## src/rtl/cmdq_pkg.sv

```systemverilog
package cmdq_pkg;

    typedef enum logic [2:0] {
        ST_IDLE,
        ST_INST_REQ,
        ST_INST_RSP,
        ST_PTR_REQ,
        ST_PTR_RSP
    } fetch_st_e;

    localparam int unsigned LINE_BYTES_LOG2 = 6;
    localparam int unsigned WORDS_PER_INST  = 8;

endpackage

```

## src/rtl/cmdq_credit.sv

```systemverilog
module cmdq_credit #(
    parameter int unsigned CREDIT_W  = 20,
    parameter int unsigned INST_WDS  = 8
) (
    input  logic                clk,
    input  logic                rst_n,
    input  logic                add_valid,
    input  logic [CREDIT_W-1:0] add_words,
    input  logic                take,
    output logic                avail
);

    localparam logic [CREDIT_W-1:0] STEP = CREDIT_W'(INST_WDS);

    typedef struct packed {
        logic [CREDIT_W-1:0] words;
    } credit_t;

    credit_t s_d, s_q;

    always_comb begin
        s_d = s_q;
        if (add_valid) begin
            s_d.words = s_d.words + add_words;
        end
        if (take) begin
            s_d.words = s_d.words - STEP;
        end
    end

    always_ff @(posedge clk) begin
        if (!rst_n) begin
            s_q <= '0;
        end else begin
            s_q <= s_d;
        end
    end

    assign avail = (s_q.words >= STEP);

endmodule

```

## src/rtl/cmdq_inflight.sv

```systemverilog
module cmdq_inflight #(
    parameter int unsigned CNT_W = 8
) (
    input  logic             clk,
    input  logic             rst_n,
    input  logic             inc,
    input  logic             dec,
    output logic [CNT_W-1:0] count,
    output logic             full
);

    typedef struct packed {
        logic [CNT_W-1:0] cnt;
    } cnt_t;

    cnt_t s_d, s_q;
    logic dec_ok;

    always_comb begin
        s_d    = s_q;
        dec_ok = dec && (s_q.cnt != '0);
        unique case ({inc, dec_ok})
            2'b10:   s_d.cnt = s_q.cnt + CNT_W'(1);
            2'b01:   s_d.cnt = s_q.cnt - CNT_W'(1);
            default: s_d.cnt = s_q.cnt;
        endcase
    end

    always_ff @(posedge clk) begin
        if (!rst_n) begin
            s_q <= '0;
        end else begin
            s_q <= s_d;
        end
    end

    assign count = s_q.cnt;
    assign full  = (s_q.cnt == '1);

endmodule

```

## src/rtl/cmdq_seq.sv

```systemverilog
module cmdq_seq
    import cmdq_pkg::*;
#(
    parameter int unsigned ADDR_W = 49,
    parameter int unsigned SEG_W  = 13,
    parameter int unsigned DATA_W = 64
) (
    input  logic                clk,
    input  logic                rst_n,
    input  logic                cfg_enable,
    input  logic                cfg_base_wr,
    input  logic [ADDR_W-7:0]   cfg_base_line,
    input  logic [SEG_W-1:0]    cfg_seg_words,
    input  logic                cfg_free_mode,
    input  logic                credit_avail,
    input  logic                inflight_full,
    input  logic                rd_req_ready,
    input  logic                rd_rsp_valid,
    input  logic [DATA_W-1:0]   rd_rsp_data,
    output logic                rd_req_valid,
    output logic [ADDR_W-7:0]   rd_req_line,
    output logic                rd_req_is_ptr,
    output logic                inst_take,
    output logic                inst_valid,
    output logic                inst_last,
    output logic                free_valid,
    output logic [ADDR_W-7:0]   free_line,
    output logic [ADDR_W-7:0]   next_line
);

    localparam int unsigned LINE_W = ADDR_W - LINE_BYTES_LOG2;
    localparam int unsigned IDX_W  = SEG_W - 3;
    localparam int unsigned BEAT_W = $clog2(WORDS_PER_INST);
    localparam logic [BEAT_W-1:0] LAST_BEAT = BEAT_W'(WORDS_PER_INST - 1);

    typedef struct packed {
        fetch_st_e         st;
        logic [LINE_W-1:0] cur_line;
        logic [LINE_W-1:0] seg_line;
        logic [IDX_W-1:0]  idx;
        logic [BEAT_W-1:0] beat;
        logic              free_v;
        logic [LINE_W-1:0] free_l;
    } seq_t;

    seq_t s_d, s_q;
    logic [IDX_W-1:0] per_seg;
    logic [IDX_W-1:0] idx_inc;

    assign per_seg = cfg_seg_words[SEG_W-1:3];
    assign idx_inc = s_q.idx + IDX_W'(1);

    always_comb begin
        s_d        = s_q;
        s_d.free_v = 1'b0;
        unique case (s_q.st)
            ST_IDLE: begin
                if (cfg_base_wr && !cfg_enable) begin
                    s_d.cur_line = cfg_base_line;
                    s_d.seg_line = cfg_base_line;
                    s_d.idx      = '0;
                end else if (cfg_enable) begin
                    if (s_q.idx == per_seg) begin
                        s_d.st = ST_PTR_REQ;
                    end else if (credit_avail && !inflight_full) begin
                        s_d.st = ST_INST_REQ;
                    end
                end
            end
            ST_INST_REQ: begin
                if (rd_req_ready) begin
                    s_d.cur_line = s_q.cur_line + LINE_W'(1);
                    s_d.beat     = '0;
                    s_d.st       = ST_INST_RSP;
                end
            end
            ST_INST_RSP: begin
                if (rd_rsp_valid) begin
                    s_d.beat = s_q.beat + BEAT_W'(1);
                    if (s_q.beat == LAST_BEAT) begin
                        s_d.idx = idx_inc;
                        s_d.st  = (idx_inc == per_seg) ? ST_PTR_REQ : ST_IDLE;
                    end
                end
            end
            ST_PTR_REQ: begin
                if (rd_req_ready) begin
                    s_d.st = ST_PTR_RSP;
                end
            end
            ST_PTR_RSP: begin
                if (rd_rsp_valid) begin
                    s_d.cur_line = rd_rsp_data[ADDR_W-1:LINE_BYTES_LOG2];
                    s_d.seg_line = rd_rsp_data[ADDR_W-1:LINE_BYTES_LOG2];
                    s_d.idx      = '0;
                    s_d.free_v   = cfg_free_mode;
                    s_d.free_l   = s_q.seg_line;
                    s_d.st       = ST_IDLE;
                end
            end
            default: s_d.st = ST_IDLE;
        endcase
    end

    always_ff @(posedge clk) begin
        if (!rst_n) begin
            s_q <= '{st: ST_IDLE, default: '0};
        end else begin
            s_q <= s_d;
        end
    end

    assign rd_req_valid  = (s_q.st == ST_INST_REQ) || (s_q.st == ST_PTR_REQ);
    assign rd_req_is_ptr = (s_q.st == ST_PTR_REQ);
    assign rd_req_line   = s_q.cur_line;
    assign inst_take     = (s_q.st == ST_INST_REQ) && rd_req_ready;
    assign inst_valid    = (s_q.st == ST_INST_RSP) && rd_rsp_valid;
    assign inst_last     = inst_valid && (s_q.beat == LAST_BEAT);
    assign free_valid    = s_q.free_v;
    assign free_line     = s_q.free_l;
    assign next_line     = s_q.cur_line;

endmodule

```

## src/rtl/cmdq_fetch.sv

```systemverilog
module cmdq_fetch
    import cmdq_pkg::*;
#(
    parameter int unsigned ADDR_W   = 49,
    parameter int unsigned SEG_W    = 13,
    parameter int unsigned CREDIT_W = 20,
    parameter int unsigned CNT_W    = 8,
    parameter int unsigned DATA_W   = 64
) (
    input  logic                clk,
    input  logic                rst_n,
    input  logic                cfg_enable,
    input  logic                cfg_base_wr,
    input  logic [ADDR_W-7:0]   cfg_base_line,
    input  logic [SEG_W-1:0]    cfg_seg_words,
    input  logic                cfg_free_mode,
    output logic [ADDR_W-7:0]   cfg_next_line,
    input  logic                db_valid,
    input  logic [CREDIT_W-1:0] db_words,
    output logic                rd_req_valid,
    input  logic                rd_req_ready,
    output logic [ADDR_W-1:0]   rd_req_addr,
    output logic                rd_req_is_ptr,
    input  logic                rd_rsp_valid,
    input  logic [DATA_W-1:0]   rd_rsp_data,
    output logic                inst_valid,
    output logic [DATA_W-1:0]   inst_data,
    output logic                inst_last,
    input  logic                done_pulse,
    output logic [CNT_W-1:0]    inflight_count,
    output logic                free_valid,
    output logic [ADDR_W-7:0]   free_line
);

    localparam int unsigned LINE_W = ADDR_W - LINE_BYTES_LOG2;

    logic              credit_avail_w;
    logic              inflight_full_w;
    logic              inst_take_w;
    logic [LINE_W-1:0] req_line_w;

    cmdq_credit #(
        .CREDIT_W (CREDIT_W),
        .INST_WDS (WORDS_PER_INST)
    ) u_credit (
        .clk       (clk),
        .rst_n     (rst_n),
        .add_valid (db_valid),
        .add_words (db_words),
        .take      (inst_take_w),
        .avail     (credit_avail_w)
    );

    cmdq_inflight #(
        .CNT_W (CNT_W)
    ) u_inflight (
        .clk   (clk),
        .rst_n (rst_n),
        .inc   (inst_take_w),
        .dec   (done_pulse),
        .count (inflight_count),
        .full  (inflight_full_w)
    );

    cmdq_seq #(
        .ADDR_W (ADDR_W),
        .SEG_W  (SEG_W),
        .DATA_W (DATA_W)
    ) u_seq (
        .clk           (clk),
        .rst_n         (rst_n),
        .cfg_enable    (cfg_enable),
        .cfg_base_wr   (cfg_base_wr),
        .cfg_base_line (cfg_base_line),
        .cfg_seg_words (cfg_seg_words),
        .cfg_free_mode (cfg_free_mode),
        .credit_avail  (credit_avail_w),
        .inflight_full (inflight_full_w),
        .rd_req_ready  (rd_req_ready),
        .rd_rsp_valid  (rd_rsp_valid),
        .rd_rsp_data   (rd_rsp_data),
        .rd_req_valid  (rd_req_valid),
        .rd_req_line   (req_line_w),
        .rd_req_is_ptr (rd_req_is_ptr),
        .inst_take     (inst_take_w),
        .inst_valid    (inst_valid),
        .inst_last     (inst_last),
        .free_valid    (free_valid),
        .free_line     (free_line),
        .next_line     (cfg_next_line)
    );

    assign rd_req_addr = {req_line_w, {LINE_BYTES_LOG2{1'b0}}};
    assign inst_data   = rd_rsp_data;

endmodule

```

## config.mk

```make
export PLATFORM = sky130hd
export DESIGN_NAME = cmdq_fetch
export DESIGN_NICKNAME = d
export VERILOG_FILES = /design/src/rtl/cmdq_pkg.sv /design/src/rtl/cmdq_credit.sv /design/src/rtl/cmdq_inflight.sv /design/src/rtl/cmdq_seq.sv /design/src/rtl/cmdq_fetch.sv
export SDC_FILE = /design/constraint.sdc
export NUM_CORES = 1
export LEC_CHECK = 0
export BUFFER_PORTS_ARGS = -buffer_cell sky130_fd_sc_hd__buf_2
export CAP_MARGIN = 20
export CORE_ASPECT_RATIO = 1.4
export CORE_MARGIN = 3
export CORE_UTILIZATION = 50
export CTS_CLUSTER_DIAMETER = 60
export CTS_CLUSTER_SIZE = 24
export DETAILED_ROUTE_END_ITERATION = 7
export PLACE_DENSITY = 0.78
export REMOVE_ABC_BUFFERS = 1
export SYNTH_ARGS = -nofsm -noshare
export SYNTH_HDL_FRONTEND = slang
export SYNTH_SLANG_ARGS = --single-unit
```

## constraint.sdc

```tcl
create_clock -name clk -period 5.25 [get_ports clk]
set_input_delay 0.2625 -clock clk [delete_from_list [all_inputs] [get_ports clk]]
set_output_delay 0.2625 -clock clk [all_outputs]
set_load 0.005 [all_outputs]
```

==> results.md <==
- #FFs+latches synth: between 150 and 200
- Total Nets Final: approximately 1800
- DR vias/cell: 5.75
- Final Setup Violations: 0
- Clock Skews: 7.85 ps
- # resized after CTS: 0
- RePlAce Congestion: 0.907
- Util after Layout: 54.6%
- YS warnings: 0
- Clock-pin slew of the registers on the worst-case setup and hold paths: 70 ps
- Height of the chip: 186 µm
- Setup WS post-layout: ~1600 ps
- CTS tree: done
- Drc violations: 0
- Synth Area per Inst: ~7.6 µm²
- Worst-Margin Slew: 1020 ps
- Crit path DAT: between 3000 and 4000 ps
- Largest net degree at the start of global routing: 85
- Worst Path Max Fanout: 7
- Largest area contributor in the netlist: dfxtp_1
- Yosys cell types: 79
- Synth Cell Area: 11600 µm²
- Share of cells above drive strength 1: 23.9%
- Outcome: finished, final reports clean
- Slew Limit Headroom: 32.2%
- Top FF cell, synth: dfxtp_1
- DIE AREA: 25100 µm²
- Die W: 135 µm
- Setup TNS: 0 ps
- RSZ-0062 raised after global routing: no
- Placed inst area: about 12000 µm²
- I/O Pins: 361
- Critical Path End Type: flip-flop
- Post-synth top area share: 30.0%
- Crit-path leading delay family: simple AND/OR/NAND/NOR gates
- Crit path largest cell delay: ~500 ps
- EDFF count, synth: 0
- Slowest stage cell, crit path: a211oi_2
- Pre-CTS setup slack: 1550 ps
- GRT Util Overall: about a quarter
- Post-route ant nets: 0
- Clock Path Buffers: 2
- Vias: 10900
- Port Buffer Count: 309
- Ys async rst share: 0%
- VDD IR max: roughly 0.31 mV
- Vias in the first global route: 10200
- Final Max Slew Viols: 0
- Final Hold Viols: 0
- Hpwl dp: 23200 µm
- Tcrit/Tclk final: 69.0%
- Setup crit start kind: flip-flop
- CTS hold repair buffers: 0
- Final WL: around 32000 µm
- Data required, critical path: 5620 ps
- First drt pass iteration count: 5
- Clock Latency Late Sink: around 440 ps
- Row cnt: 65
- Synth top area cells: dfxtp_1 (30%), buf_4 (13%), a21oi_1 (6.6%), nand2_1 (5.3%), nor2_1 (5.0%)
- Clk sinks: 174
- Htree depth: 4
- Starting Density: 51.2%
- Global route overflow: 0
- Post-synthesis sequential area ratio: 30.0%
- First-pass GRT wire length: 51200 µm
- Syn-to-layout area delta: 6.51%
- Fmax: 0.276 GHz
- Num CTS Buffers: 17
- Critical-path cell list: ha_1, fa_1, a211oi_2, o21bai_1, nand3_1, a21boi_0, ha_1, nand3_1, nor3_1, nand2b_1, nor3_1, and4b_1, mux2i_1
- Design area: 12400 µm²
- Tmin final: roughly 3600 ps
- WP buf/inv: 0
- Avg WL per Cell: 17.2 µm
- ANT cells: 0
- CP Class: reg2reg
- Max cap viols: 0
- Setup Buffers After CTS: 0
- Synthesized instance count: roughly 1500
- Initial antenna violation count: 2
- Clock root buffer: clkbuf_16
- LEAKAGE: 5.14 nW
- Pwr/cell area: 403 nW/µm²
- Core ar.: 22700 µm²
- DRT iter0 DRCs: 663
- Min-Delay Path Class: in2reg
## flip-flops by register name (all words and copies together), names as in the netlist
| name | cells |
|---|---|
| u_seq.free_valid | 1 |
| u_seq.free_line | 43 |
| u_seq.s_q | 59 |
| u_seq.next_line | 43 |
| u_inflight.count | 8 |
| u_credit.s_q | 20 |
## stage by stage
step                instances  hold WS, ps  power, W
global route             1890         71.7   0.00532
floorplan                1240          358   0.00309
detailed placement       1858          443   0.00375
CTS                      1890         64.4   0.00500
global placement         1858          436   0.00369
finish                   1890         88.5   0.00499
## cells in the mapped netlist, types with 5 or more instances
cell type,instances
or3_1,12
and4_1,5
nor3_1,48
o22ai_1,10
o211ai_1,5
nor2_1,156
a211oi_1,58
nand2b_1,11
nor2b_1,7
o21a_1,5
mux2i_1,56
a21o_1,8
and2_1,10
a22oi_1,9
dfxtp_1,174
inv_1,18
nand2_1,163
nor4_1,17
nand4_1,21
nand3_1,36
o21ai_0,70
and3_1,14
a31oi_1,16
a21oi_1,153
o221a_2,5
clkbuf_1,83
xnor2_1,17
buf_4,199
xor2_1,17
ha_1,31
buf_1,6
## metal layers
metal	share of wire, %	routed length [µm]	GRT usage, %	up-vias
li1	-	-	-	5322
met1	40	12800	28.0	5096
met2	51	16500	44.7	393
met3	6.7	2160	5.96	60
met4	2.8	897	9.17	4
met5	0.089	29	0.397	-
## power by group
part	switching, W	total (W)	internal, W	leakage, nW
sequential	0.000274	0.00180	0.00153	1.42
clock	0.000570	0.00125	0.000677	0.282
combinational	0.00114	0.00194	0.000803	3.44
## worst register-to-register path: cells and delay by family, from the launching register on
kind | cells | cell delay [ps]
multiplexers | 1 | 170
flip-flops | 1 | 320
adder cells (fa/ha/maj) | 3 | 840
AO/OA/AOI/OAI | 3 | 930
AND/OR/NAND/NOR | 6 | 1300
## final cells by class
cell class / count / area [µm²]
Clock inverter: 13 / 131
Tap cell: 301 / 377
Timing Repair Buffer: 317 / 1610
Fill cell: 2138 / 10300
Clock buffer: 19 / 443
Multi-Input combinational cell: 1045 / 6260
Inverter: 21 / 81.3
Sequential cell: 174 / 3480
## cell usage in the layout (no fill, tap or decap), types with 6 or more instances in the layout
master     count
nor2_1       155
dfxtp_1      174
xor2_1        17
xnor2_1       17
a21o_1         8
buf_4          8
nor2b_1        7
nor4_1        17
or3_1         12
and3_1        13
and2_1         9
conb_1         6
ha_1          31
mux2i_1       56
a22oi_1        9
a21oi_1      153
o21ai_0       70
inv_1         17
a211oi_1      58
buf_2        309
nand3_1       36
a31oi_1       16
o22ai_1       10
nand2b_1      11
nor3_1        47
clkbuf_16     17
nand2_1      161
nand4_1       21
## path summary, 6_finish.rpt
check / from / end / slack, ps / depth (start not counted)
worst max-delay path: u_credit.s_q[0] / u_credit.s_q[19] / 1630 / 13
worst min-delay path: cfg_free_mode / u_seq.free_valid / 90 / 2
worst max register to register: u_credit.s_q[0] / u_credit.s_q[19] / 1630 / 13
worst min register to register: u_seq.s_q[88] / u_seq.free_line[31] / 450 / 2
## cells by family (layout without fill, tap and decap cells)
logic type | count (synthesis) | after routing | share of synthesized area [%]
AO/OA/AOI/OAI | 385 | 385 | 20.9
XOR/XNOR | 34 | 34 | 2.56
adder cells (fa/ha/maj) | 33 | 33 | 3.68
buffers and inverters | 312 | 370 | 16.5
flip-flops | 174 | 174 | 30.0
multiplexers | 58 | 58 | 5.02
other | 1 | 6 | 0.0323
AND/OR/NAND/NOR | 529 | 529 | 21.4
Note: power is estimated with default switching activity, not from simulation.
